--- src/rtl/csa_mul_pkg.sv ---
`timescale 1ns/1ps
package csa_mul_pkg;

  // rows left after one greedy 3:2 layer
  function automatic int rows_after(input int r);
    if (r <= 2) return r;
    return 2 * (r / 3) + (r % 3);
  endfunction

  // rows present at the input of layer s
  function automatic int rows_at(input int r0, input int s);
    int r;
    r = r0;
    for (int i = 0; i < s; i++) r = rows_after(r);
    return r;
  endfunction

  // layers needed to bring r0 rows down to two
  function automatic int layer_count(input int r0);
    int r;
    int n;
    r = r0;
    n = 0;
    while (r > 2) begin
      r = rows_after(r);
      n++;
    end
    return n;
  endfunction

  typedef enum logic [2:0] {
    ST_IDLE,
    ST_PPGEN,
    ST_REDUCE,
    ST_FINAL,
    ST_DONE
  } phase_e;

endpackage

--- src/rtl/pp_rows.sv ---
`timescale 1ns/1ps
module pp_rows #(
  parameter int W = 8
) (
  input  logic [W-1:0]            a,
  input  logic [W-1:0]            b,
  output logic [W-1:0][2*W-1:0]   rows
);
  localparam int PW = 2 * W;

  for (genvar i = 0; i < W; i++) begin : g_row
    // shift is wiring only: row i is a placed i columns up
    assign rows[i] = b[i] ? (PW'(a) << i) : '0;
  end
endmodule

--- src/rtl/csa_layer.sv ---
`timescale 1ns/1ps
module csa_layer #(
  parameter int W       = 8,
  parameter int ROWS_IN = 8,
  parameter int ROWS_OUT = 2 * (ROWS_IN / 3) + (ROWS_IN % 3)
) (
  input  logic [ROWS_IN-1:0][2*W-1:0]  rin,
  output logic [ROWS_OUT-1:0][2*W-1:0] rout
);
  localparam int PW     = 2 * W;
  localparam int GROUPS = ROWS_IN / 3;
  localparam int LEFT   = ROWS_IN % 3;

  for (genvar g = 0; g < GROUPS; g++) begin : g_triple
    logic [PW-1:0] x, y, z;
    assign x = rin[3*g];
    assign y = rin[3*g+1];
    assign z = rin[3*g+2];
    assign rout[2*g]   = x ^ y ^ z;
    // majority moves one column up; the top column never carries out
    assign rout[2*g+1] = {(x[PW-2:0] & y[PW-2:0]) | (x[PW-2:0] & z[PW-2:0]) |
                          (y[PW-2:0] & z[PW-2:0]), 1'b0};
  end

  for (genvar l = 0; l < LEFT; l++) begin : g_pass
    assign rout[2*GROUPS+l] = rin[3*GROUPS+l];
  end
endmodule

--- src/rtl/serial_cpa.sv ---
`timescale 1ns/1ps
module serial_cpa #(
  parameter int W = 8
) (
  input  logic           clk,
  input  logic           rst_n,
  input  logic           clear,
  input  logic           step,
  input  logic           approx,
  input  logic [2*W-1:0] x,
  input  logic [2*W-1:0] y,
  output logic [2*W-1:0] sum,
  output logic           last
);
  localparam int PW    = 2 * W;
  localparam int IDX_W = $clog2(PW);

  logic [PW-1:0]    acc;
  logic [IDX_W-1:0] idx;
  logic             carry;

  always_ff @(posedge clk) begin
    if (!rst_n) begin
      acc   <= '0;
      idx   <= '0;
      carry <= 1'b0;
    end else if (clear) begin
      acc   <= '0;
      carry <= 1'b0;
      idx   <= approx ? IDX_W'(W) : '0;
    end else if (step) begin
      acc[idx] <= x[idx] ^ y[idx] ^ carry;
      carry    <= (x[idx] & y[idx]) | (x[idx] & carry) | (y[idx] & carry);
      idx      <= idx + IDX_W'(1);
    end
  end

  assign last = (idx == IDX_W'(PW - 1));
  // approximate low half: carry-free OR of the two rows
  assign sum  = {acc[PW-1:W], approx ? (x[W-1:0] | y[W-1:0]) : acc[W-1:0]};
endmodule

--- src/rtl/csa_mul_seq.sv ---
`timescale 1ns/1ps
module csa_mul_seq
  import csa_mul_pkg::*;
#(
  parameter int W     = 8,
  parameter int SLOT  = 13,
  parameter int CNT_W = 12
) (
  input  logic             clk,
  input  logic             rst_n,
  input  logic             in_valid,
  output logic             in_ready,
  input  logic [W-1:0]     in_a,
  input  logic [W-1:0]     in_b,
  input  logic             in_approx,
  output logic             out_valid,
  input  logic             out_ready,
  output logic [2*W-1:0]   out_product,
  output logic [CNT_W-1:0] out_cycles
);
  localparam int PW        = 2 * W;
  localparam int NSTAGE    = layer_count(W);
  localparam int NLAY      = (NSTAGE > 0) ? NSTAGE : 1;
  localparam int SLOT_W    = (SLOT > 1) ? $clog2(SLOT) : 1;
  localparam int STG_W     = (NSTAGE > 1) ? $clog2(NSTAGE) : 1;

  phase_e             state;
  logic [W-1:0]       a_q, b_q;
  logic               approx_q;
  logic [W-1:0][PW-1:0] rows_q;
  logic [W-1:0][PW-1:0] pp_w;
  logic [W-1:0][PW-1:0] layer_out [NLAY];
  logic [SLOT_W-1:0]  slot_q;
  logic [STG_W-1:0]   stg_q;
  logic [CNT_W-1:0]   cyc_q;
  logic               slot_end;
  logic               cpa_clear, cpa_step, cpa_last;

  pp_rows #(.W(W)) u_pp (.a(a_q), .b(b_q), .rows(pp_w));

  if (NSTAGE > 0) begin : g_reduce
    for (genvar s = 0; s < NSTAGE; s++) begin : g_layer
      localparam int RIN  = rows_at(W, s);
      localparam int ROUT = rows_after(RIN);
      logic [ROUT-1:0][PW-1:0] lo;
      csa_layer #(.W(W), .ROWS_IN(RIN)) u_layer (
        .rin  (rows_q[RIN-1:0]),
        .rout (lo)
      );
      assign layer_out[s] = {{((W - ROUT) * PW){1'b0}}, lo};
    end
  end else begin : g_noreduce
    assign layer_out[0] = rows_q;
  end

  serial_cpa #(.W(W)) u_cpa (
    .clk    (clk),
    .rst_n  (rst_n),
    .clear  (cpa_clear),
    .step   (cpa_step),
    .approx (approx_q),
    .x      (rows_q[0]),
    .y      (rows_q[1]),
    .sum    (out_product),
    .last   (cpa_last)
  );

  assign slot_end  = (slot_q == SLOT_W'(SLOT - 1));
  assign cpa_clear = (state == ST_PPGEN);
  assign cpa_step  = (state == ST_FINAL) && slot_end;
  assign in_ready  = (state == ST_IDLE);
  assign out_valid = (state == ST_DONE);
  assign out_cycles = cyc_q;

  always_ff @(posedge clk) begin
    if (!rst_n) begin
      state    <= ST_IDLE;
      a_q      <= '0;
      b_q      <= '0;
      approx_q <= 1'b0;
      rows_q   <= '0;
      slot_q   <= '0;
      stg_q    <= '0;
      cyc_q    <= '0;
    end else begin
      case (state)
        ST_IDLE: begin
          if (in_valid) begin
            a_q      <= in_a;
            b_q      <= in_b;
            approx_q <= in_approx;
            cyc_q    <= '0;
            state    <= ST_PPGEN;
          end
        end
        ST_PPGEN: begin
          rows_q <= pp_w;
          cyc_q  <= cyc_q + CNT_W'(1);
          slot_q <= '0;
          stg_q  <= '0;
          state  <= (NSTAGE > 0) ? ST_REDUCE : ST_FINAL;
        end
        ST_REDUCE: begin
          cyc_q <= cyc_q + CNT_W'(1);
          if (slot_end) begin
            slot_q <= '0;
            rows_q <= layer_out[stg_q];
            if (stg_q == STG_W'(NSTAGE - 1)) state <= ST_FINAL;
            else stg_q <= stg_q + STG_W'(1);
          end else begin
            slot_q <= slot_q + SLOT_W'(1);
          end
        end
        ST_FINAL: begin
          cyc_q <= cyc_q + CNT_W'(1);
          if (slot_end) begin
            slot_q <= '0;
            if (cpa_last) state <= ST_DONE;
          end else begin
            slot_q <= slot_q + SLOT_W'(1);
          end
        end
        ST_DONE: begin
          if (out_ready) state <= ST_IDLE;
        end
        default: state <= ST_IDLE;
      endcase
    end
  end
endmodule

--- config.mk ---
export PLATFORM = sky130hd
export DESIGN_NAME = csa_mul_seq
export DESIGN_NICKNAME = d
export VERILOG_FILES = /design/src/rtl/csa_mul_pkg.sv /design/src/rtl/pp_rows.sv /design/src/rtl/csa_layer.sv /design/src/rtl/serial_cpa.sv /design/src/rtl/csa_mul_seq.sv
export SDC_FILE = /design/constraint.sdc
export NUM_CORES = 1
export LEC_CHECK = 0
export BUFFER_PORTS_ARGS = -buffer_cell sky130_fd_sc_hd__buf_2
export CORE_MARGIN = 4
export CORE_UTILIZATION = 25
export CTS_BUF_LIST = sky130_fd_sc_hd__clkbuf_8 sky130_fd_sc_hd__clkbuf_16
export DETAILED_ROUTE_END_ITERATION = 10
export MAX_ROUTING_LAYER = met4
export PLACE_DENSITY_LB_ADDON = 0.15
export SYNTH_ARGS = -nofsm -noshare
export SYNTH_HDL_FRONTEND = slang
export SYNTH_SLANG_ARGS = --single-unit
--- constraint.sdc ---
create_clock -name clk -period 6.7 [get_ports clk]
set_input_delay 0.67 -clock clk [delete_from_list [all_inputs] [get_ports clk]]
set_output_delay 0.67 -clock clk [all_outputs]
set_load 0.01 [all_outputs]
==> parameters.txt, run 1 <==
Parameter                              Value

Layout
  NumNets Final    957
  Number of antenna diodes    0
  Area growth from synthesis to layout    12.9%
  Filler cell count    3309
  Non-filler cells in the finished layout    1304
  Share of cells above drive strength 1    13.3%

Logic synthesis
  Syn nets    966
  Top_reg_cell synth    sky130_fd_sc_hd__dfxtp_1
  Cell types occupying the most area after synthesis    sky130_fd_sc_hd__dfxtp_1 39%, sky130_fd_sc_hd__nand2_1 6.8%, sky130_fd_sc_hd__nand3_1 6.3%
  Cell taking the most area after synthesis    sky130_fd_sc_hd__dfxtp_1
  Fraction of registers with async set/reset    0%
  Post-synth top area share    39.3%
  Part of the Yosys area used for sequential elements    39.3%
  Cell count after synthesis    904
  Synthesized flop and latch total    153
  Top post-synthesis cells by count    153 x sky130_fd_sc_hd__dfxtp_1, 141 x sky130_fd_sc_hd__nand2_1, 98 x sky130_fd_sc_hd__nand3_1, 48 x sky130_fd_sc_hd__a21oi_1, 47 x sky130_fd_sc_hd__clkbuf_1
  Average cell area after synthesis    8.63 um^2
  Post-synthesis instance area    7800 um^2
  Number of distinct standard cells referenced by the synthesized netlist    a little under 70
  Syn. warnings    0
  Leading cell type by number of instances after synthesis    sky130_fd_sc_hd__dfxtp_1
  Number of enable flip-flop cells after synthesis    0

Place
  Cell Count Post-Placement    between 1000 and 1500
  Setup slack after placement    3140 ps
  Detailed Place HPWL    14.5 mm
  Global placer's final weighted congestion    0.724
  Port-buffer cells    50

GRT
  Maximum number of pins on one net before global-route repair    88
  Vias in the first global route    6080
  First-pass GRT wire length    about 36 mm
  Remaining Overflow, GRT    0
  Global-route total usage across every layer    roughly 14%
  Antenna violations before repair    0

Critical path
  Startpoint Class    flop
  Arr. time, crit path    3650 ps
  End of the worst register-to-register path    rows_q[35]$_SDFFE_PN0P_
  Length in cells of the worst reg-to-reg path    6
  Data required time at the worst endpoint    7020 ps
  CP Max Fanout    62
  Reg-to-reg critical path startpoint    state[1]$_SDFFE_PN0P_
  Path type of the worst setup path    reg -> reg
  Register-to-register path setup slack    between 3000 and 4000 ps
  Setup crit end kind    flop
  Source of the critical timing path    state[1]$_SDFFE_PN0P_

Routing
  Via density per instance    4.80
  Drt initial violations    365
  DRC errors left    0
  DR pass1 iterations    5
  Vias    between 6000 and 7000
  Wirelength, routed    about 22 mm
  Average wire per cell in the routed design    16.9 um
  Remaining antenna violation count    0

Pwr
  Combinational group share of total power    between 20% and 30%
  Power density over cell area    347 nW/um^2
  Fraction of power spent switching nets    38.7%
  Part of the total power dissipated in sequential elements    40.1%
  Clock network fraction of total power    32.6%
  Leakage power of the design    3.21 nW
  Worst vdd ir    199 uV
  Switching power    between 1 and 1.5 mW
  Cell internal pwr    about 1.9 mW

STA
  Final-report hold violation count    0
  Part of the cycle the worst path needs    49.7%
  Worst clock skew    ~16 ps
  Transition at the pin with the smallest max-transition slack    1190 ps
  Count of final setup violators    0
  Final Max Tran Viols    0
  Total negative slack for setup checks    0 ps
  Worst-case hold slack    around 450 ps
  Min Tclk post-route    3330 ps
  Unrepaired setup endpoints after global routing    no
  Top achievable clock speed    about 0.3 GHz
  Min setup slack post-route    between 3000 and 4000 ps
  Worst slew margin relative to its limit    20.1%

Clock tree
  Count of clock tree sinks    about 150
  Clock root buffer master    sky130_fd_sc_hd__clkbuf_16
  Buffer count from post-CTS setup fixing    0
  Clock tree from TritonCTS    done
  Total of hold buffers inserted after clock tree synthesis    0
  H-tree lvl count    4
  Clock latency reported for the late side of the worst-skew pair    440 ps
  Number of buffers created by CTS    17
  Clock slew at reported path FFs    70 ps
  Maximum buffer depth of the clock tree    2
  Number of cells upsized or downsized after cts    0

Floorplanning
  Core outline area    between 30000 and 40000 um^2
  Standard-cell rows    64
  Die width    between 150 and 200 um
  Top Ports    51
  Starting density of the core    25.4%
  Die ar.    34100 um^2
  Die height    185 um

Min path
  Hold Startpoint    rows_q[69]$_SDFFE_PN0P_
  Endpoint of the worst hold-timing path    rows_q[69]$_SDFFE_PN0P_
  Min-Delay Path Class    reg -> reg
  Worst Hold Depth    2

Run
  Max-cap violations    0

Run status
  Run status    finished clean
==> power by group through the flow <==
stage,Sequential (mW),Clock [mW],Combinational [mW]
6_report,1.23,0.998,0.834
5_1_grt,1.25,1.06,0.958
4_1_cts,1.23,1.04,0.853
3_5_place_dp,1.25,0,0.847
3_3_place_gp,1.25,0,0.845
2_1_floorplan,1.13,0,0.696
==> cell usage in the layout, fill, tap and decap left out, drive strengths merged, types with 2 or more instances in the layout <==
cell type / netlist / layout
a221oi: 14 / 14
a32oi: 2 / 2
nor3b: 2 / 2
bufinv: 0 / 2
mux2i: 21 / 21
nor4b: 2 / 2
xnor2: 6 / 6
nand3b: 3 / 3
mux4: 7 / 7
a21boi: 46 / 46
and3: 2 / 2
a21oi: 48 / 48
and2: 9 / 9
fa: 23 / 23
dfxtp: 153 / 153
nand4: 5 / 5
nor2b: 6 / 6
a2111oi: 2 / 2
a211oi: 10 / 10
a311oi: 7 / 7
ha: 18 / 18
buf: 39 / 59
nor2: 48 / 48
clkbuf: 48 / 17
a31oi: 18 / 18
clkinv: 0 / 4
or4b: 3 / 3
nand3: 98 / 98
mux2: 8 / 8
nor3: 11 / 11
nand2b: 4 / 4
o211a: 8 / 8
or3: 4 / 4
inv: 40 / 48
nand2: 141 / 141
o21ai: 23 / 23
nor4: 6 / 6
or3b: 2 / 2
==> critical path: stages, from the launching register on <==
cell and delay [ps]:
sky130_fd_sc_hd__dfxtp_1 730, sky130_fd_sc_hd__or3b_1 400, sky130_fd_sc_hd__buf_4 280, sky130_fd_sc_hd__o21ai_4 680, sky130_fd_sc_hd__buf_4 650, sky130_fd_sc_hd__o311ai_0 250
sky130_fd_sc_hd__o211a_1 180
==> worst max path at each step <==
stage                                       to  slack (ps)  cells after the start
floorplan           u_cpa.acc[10]$_SDFFE_PP0P_        4010                      9
global placement     u_cpa.acc[7]$_SDFFE_PP0P_        3200                      6
detailed placement   u_cpa.acc[2]$_SDFFE_PP0P_        3140                      6
CTS                    rows_q[35]$_SDFFE_PN0P_        3350                      6
global route           rows_q[35]$_SDFFE_PN0P_        3060                      6
finish                 rows_q[35]$_SDFFE_PN0P_        3370                      6
==> logic make-up (layout without fill, tap and decap cells) <==
group	count (synthesis)	count (layout)	synth area share, %
flops	153	153	39.3
compound gates	192	192	16.7
fa+ha+maj	41	41	8.79
xor+xnor	6	6	0.674
simple gates	349	349	21.3
buf+inv	127	131	7.35
mux	36	36	5.87
==> cell type report <==
| class | count | area [um^2] | area share, % |
|---|---|---|---|
| clock buffer | 17 | 425 | 4.83 |
| sequential | 153 | 3060 | 34.8 |
| inverter | 40 | 150 | 1.71 |
| clock inverter | 15 | 168 | 1.90 |
| multi-input combinational | 624 | 4190 | 47.5 |
| tap | 396 | 495 | 5.63 |
| timing repair buffer | 59 | 318 | 3.61 |
==> per-stage QoR <==
stage | utilization [%] | area [um^2] | power (mW)
after global placement | 26.8 | 8210 | 2.10
after global routing | 28.7 | 8800 | 3.27
after floorplan | - | 7800 | 1.83
after CTS | 28.7 | 8800 | 3.12
final | 28.7 | 8800 | 3.06
after detailed placement | 26.8 | 8210 | 2.10
==> per-layer routing <==
layer / vias to the layer above / wire length [um] / track usage [%]
li1: 3116 / - / -
met2: 121 / 9630 / 19.7
met3: 15 / 790 / 1.87
met5: - / 0 / -
met4: 0 / 261 / 3.64
met1: 3008 / 11300 / 19.9
==> sequential cells by signal (all words and copies together) (netlist names) <==
register,flops
rows_q,94
u_cpa.acc,16
out_cycles,12
a_q,8
b_q,8
slot_q,4
u_cpa.idx,4
state,3
stg_q,2
approx_q,1
u_cpa.carry,1
Note: power is estimated with default switching activity, not from simulation.
==> inputs of run 2 (changes only) <==
Clock period 6.7 ns to 3.2 ns, I/O delays scaled along.
==> run 2 against run 1 <==
  * Core utilization grew 0.35 points
  * Non-clock buffer count up 10
  * Sequential cell count stayed put
  * Setup slack worse by 3100 ps
  * Worst hold slack got worse by 320 ps
  * Maximum frequency is 15% higher
==> parameters.txt, run 2 (synthesized netlist as in run 1, its figures left out) <==
Parameter                              Value

Routing
  DRC errors left    0 (unchanged)
  Met3 layer wire length in the routed design    666 um (-16%)
  Average wire per cell in the routed design    16.8 um (-0.57%)
  DR pass1 iterations    4 (-1)
  Vias    6182 (-1.2%)
  Met2 WL    9.41 mm (-2.3%)
  WL met1    11.8 mm (+3.6%)
  Wirelength, routed    22.1 mm (+0.19%)
  Drt initial violations    353 (-3.3%)
  Via density per instance    4.70 (-2.0%)
  Remaining antenna violation count    0 (unchanged)
  Max Used Layer    met4

Layout
  Most used cells in the layout excluding fill and tap cells    153 x sky130_fd_sc_hd__dfxtp_1, 141 x sky130_fd_sc_hd__nand2_1, 98 x sky130_fd_sc_hd__nand3_1, 50 x sky130_fd_sc_hd__buf_2, 47 x sky130_fd_sc_hd__a21oi_1
  Filler cell count    3334 (+0.76%)
  Flip-flop count of the largest register after layout    94 (unchanged)
  Area growth from synthesis to layout    14.3%
  Most frequent standard cell in the layout excluding fill and tap cells    sky130_fd_sc_hd__dfxtp_1
  Number of antenna diodes    0 (unchanged)
  Fraction of the core area covered by cells at the end of the flow    29.1% (+0.35 points)
  Share of cells above drive strength 1    14.4% (+1.1 points)
  Non-filler cells in the finished layout    1314 (+0.77%)
  NumNets Final    967 (+1.0%)
  Register with the most flip-flops    rows_q
  Post-route design area    8910 um^2 (+1.2%)

Floorplanning
  Starting density of the core    25.4% (unchanged)
  Die height    185 um (unchanged)
  Core outline area    30700 um^2 (unchanged)
  Top Ports    51 (unchanged)
  Die width    185 um (unchanged)
  Standard-cell rows    64 (unchanged)
  Die ar.    34100 um^2 (unchanged)

Critical path
  Data required time at the worst endpoint    3540 ps (-3480 ps)
  CP Max Fanout    16 (-74%)
  Arr. time, crit path    3230 ps (-420 ps)
  Path type of the worst setup path    reg -> reg
  Startpoint Class    flop
  Setup crit end kind    flop

GRT
  Global-route total usage across every layer    13.8% (+0.19 points)
  Antenna violations before repair    0 (unchanged)
  Vias in the first global route    6093 (+0.21%)
  First-pass GRT wire length    36.1 mm (+1.1%)
  Remaining Overflow, GRT    0 (unchanged)
  Maximum number of pins on one net before global-route repair    69 (-22%)

Clock tree
  Clock tree from TritonCTS    done
  Total of hold buffers inserted after clock tree synthesis    0 (unchanged)
  Number of buffers created by CTS    17 (unchanged)
  Maximum buffer depth of the clock tree    2 (unchanged)
  H-tree lvl count    4 (unchanged)
  Clock latency reported for the late side of the worst-skew pair    440 ps (about the same)
  Clock slew at reported path FFs    70 ps (about the same)
  Clock root buffer master    sky130_fd_sc_hd__clkbuf_16
  Count of clock tree sinks    153 (unchanged)
  Buffer count from post-CTS setup fixing    0 (unchanged)
  Number of cells upsized or downsized after cts    0 (unchanged)

Run
  Max-cap violations    0 (unchanged)

STA
  Count of final setup violators    0 (unchanged)
  Min setup slack post-route    316 ps (-3050 ps)
  Final Max Tran Viols    0 (unchanged)
  Final-report hold violation count    0 (unchanged)
  Min Tclk post-route    2880 ps (-447 ps)
  Unrepaired setup endpoints after global routing    no
  Total negative slack for setup checks    0 ps (unchanged)
  Transition at the pin with the smallest max-transition slack    1030 ps (-167 ps)
  Worst slew margin relative to its limit    31.3% (+11 points)
  Worst-case hold slack    131 ps (-319 ps)
  Top achievable clock speed    0.347 GHz (+15%)
  Part of the cycle the worst path needs    90.1% (+40 points)
  Worst clock skew    12.1 ps (-3.92 ps)

Place
  Port-buffer cells    50 (unchanged)
  Cell Count Post-Placement    1282 (+0.79%)
  Detailed Place HPWL    15.0 mm (+3.2%)
  Global placer's final weighted congestion    0.733 (+1.3%)
  Setup slack after placement    248 ps (-2900 ps)
  Placed inst area    8310 um^2 (+1.2%)

Pwr
  Power consumption    6.52 mW (+110%)
  Leakage power of the design    3.26 nW (+1.7%)
  Power density over cell area    732 nW/um^2 (+110%)
  Worst vdd ir    387 uV (+94%)

Min path
  Min-Delay Path Class    in -> reg

Run status
  Run status    finished clean
## run 2: changes by cell type in the layout (fill, tap and decap cells not counted)
cell | previous run | this run
sky130_fd_sc_hd__buf_4 | 9 | 17
sky130_fd_sc_hd__inv_8 | 3 | 2
sky130_fd_sc_hd__inv_6 | 4 | 7
sky130_fd_sc_hd__buf_12 | 0 | 2
sky130_fd_sc_hd__clkinv_2 | 2 | 0
sky130_fd_sc_hd__inv_1 | 40 | 39
sky130_fd_sc_hd__clkinvlp_4 | 1 | 2
## run 2: layer usage
layer | track usage, % | up-vias
met1 | 20.3 | 2947
met3 | 2.43 | 16
met2 | 19.7 | 85
met4 | 3.34 | 0
li1 | - | 3134
met5 | - | -
## run 2: report_power, final
part	switching, mW	internal, mW
clock network	0.922	1.18
registers	0.344	2.17
logic	1.25	0.658
total	2.51	4.01
## run 2: area by class of cell
type                            count  area [um^2]  area share, %
Timing Repair Buffer               69          418           4.69
Tap cell                          396          495           5.56
Inverter                           40          150           1.68
Clock inverter                     15          176           1.98
Clock buffer                       17          425           4.77
Multi-Input combinational cell    624         4190           47.0
Sequential cell                   153         3060           34.4
## run 2: final timing paths
path / start / endpoint / slack, ps / cells after the start
worst min-delay path: in_b[7] / b_q[7]$_SDFFE_PN0P_ / 130 / 3
worst max-delay path: u_cpa.idx[0]$_SDFFE_PN0P_ / u_cpa.acc[4]$_SDFFE_PP0P_ / 320 / 6
worst min register to register: rows_q[119]$_SDFFE_PN0P_ / rows_q[119]$_SDFFE_PN0P_ / 450 / 2
worst max register to register: u_cpa.idx[0]$_SDFFE_PN0P_ / u_cpa.acc[4]$_SDFFE_PP0P_ / 320 / 6
## run 2: critical path, cell delays in order (launching register included)
cell and delay (ps):
sky130_fd_sc_hd__dfxtp_1 570, sky130_fd_sc_hd__buf_4 230, sky130_fd_sc_hd__mux4_2 510, sky130_fd_sc_hd__a221oi_1 350, sky130_fd_sc_hd__fa_1 460, sky130_fd_sc_hd__nand2b_1 430
sky130_fd_sc_hd__mux2i_1 250
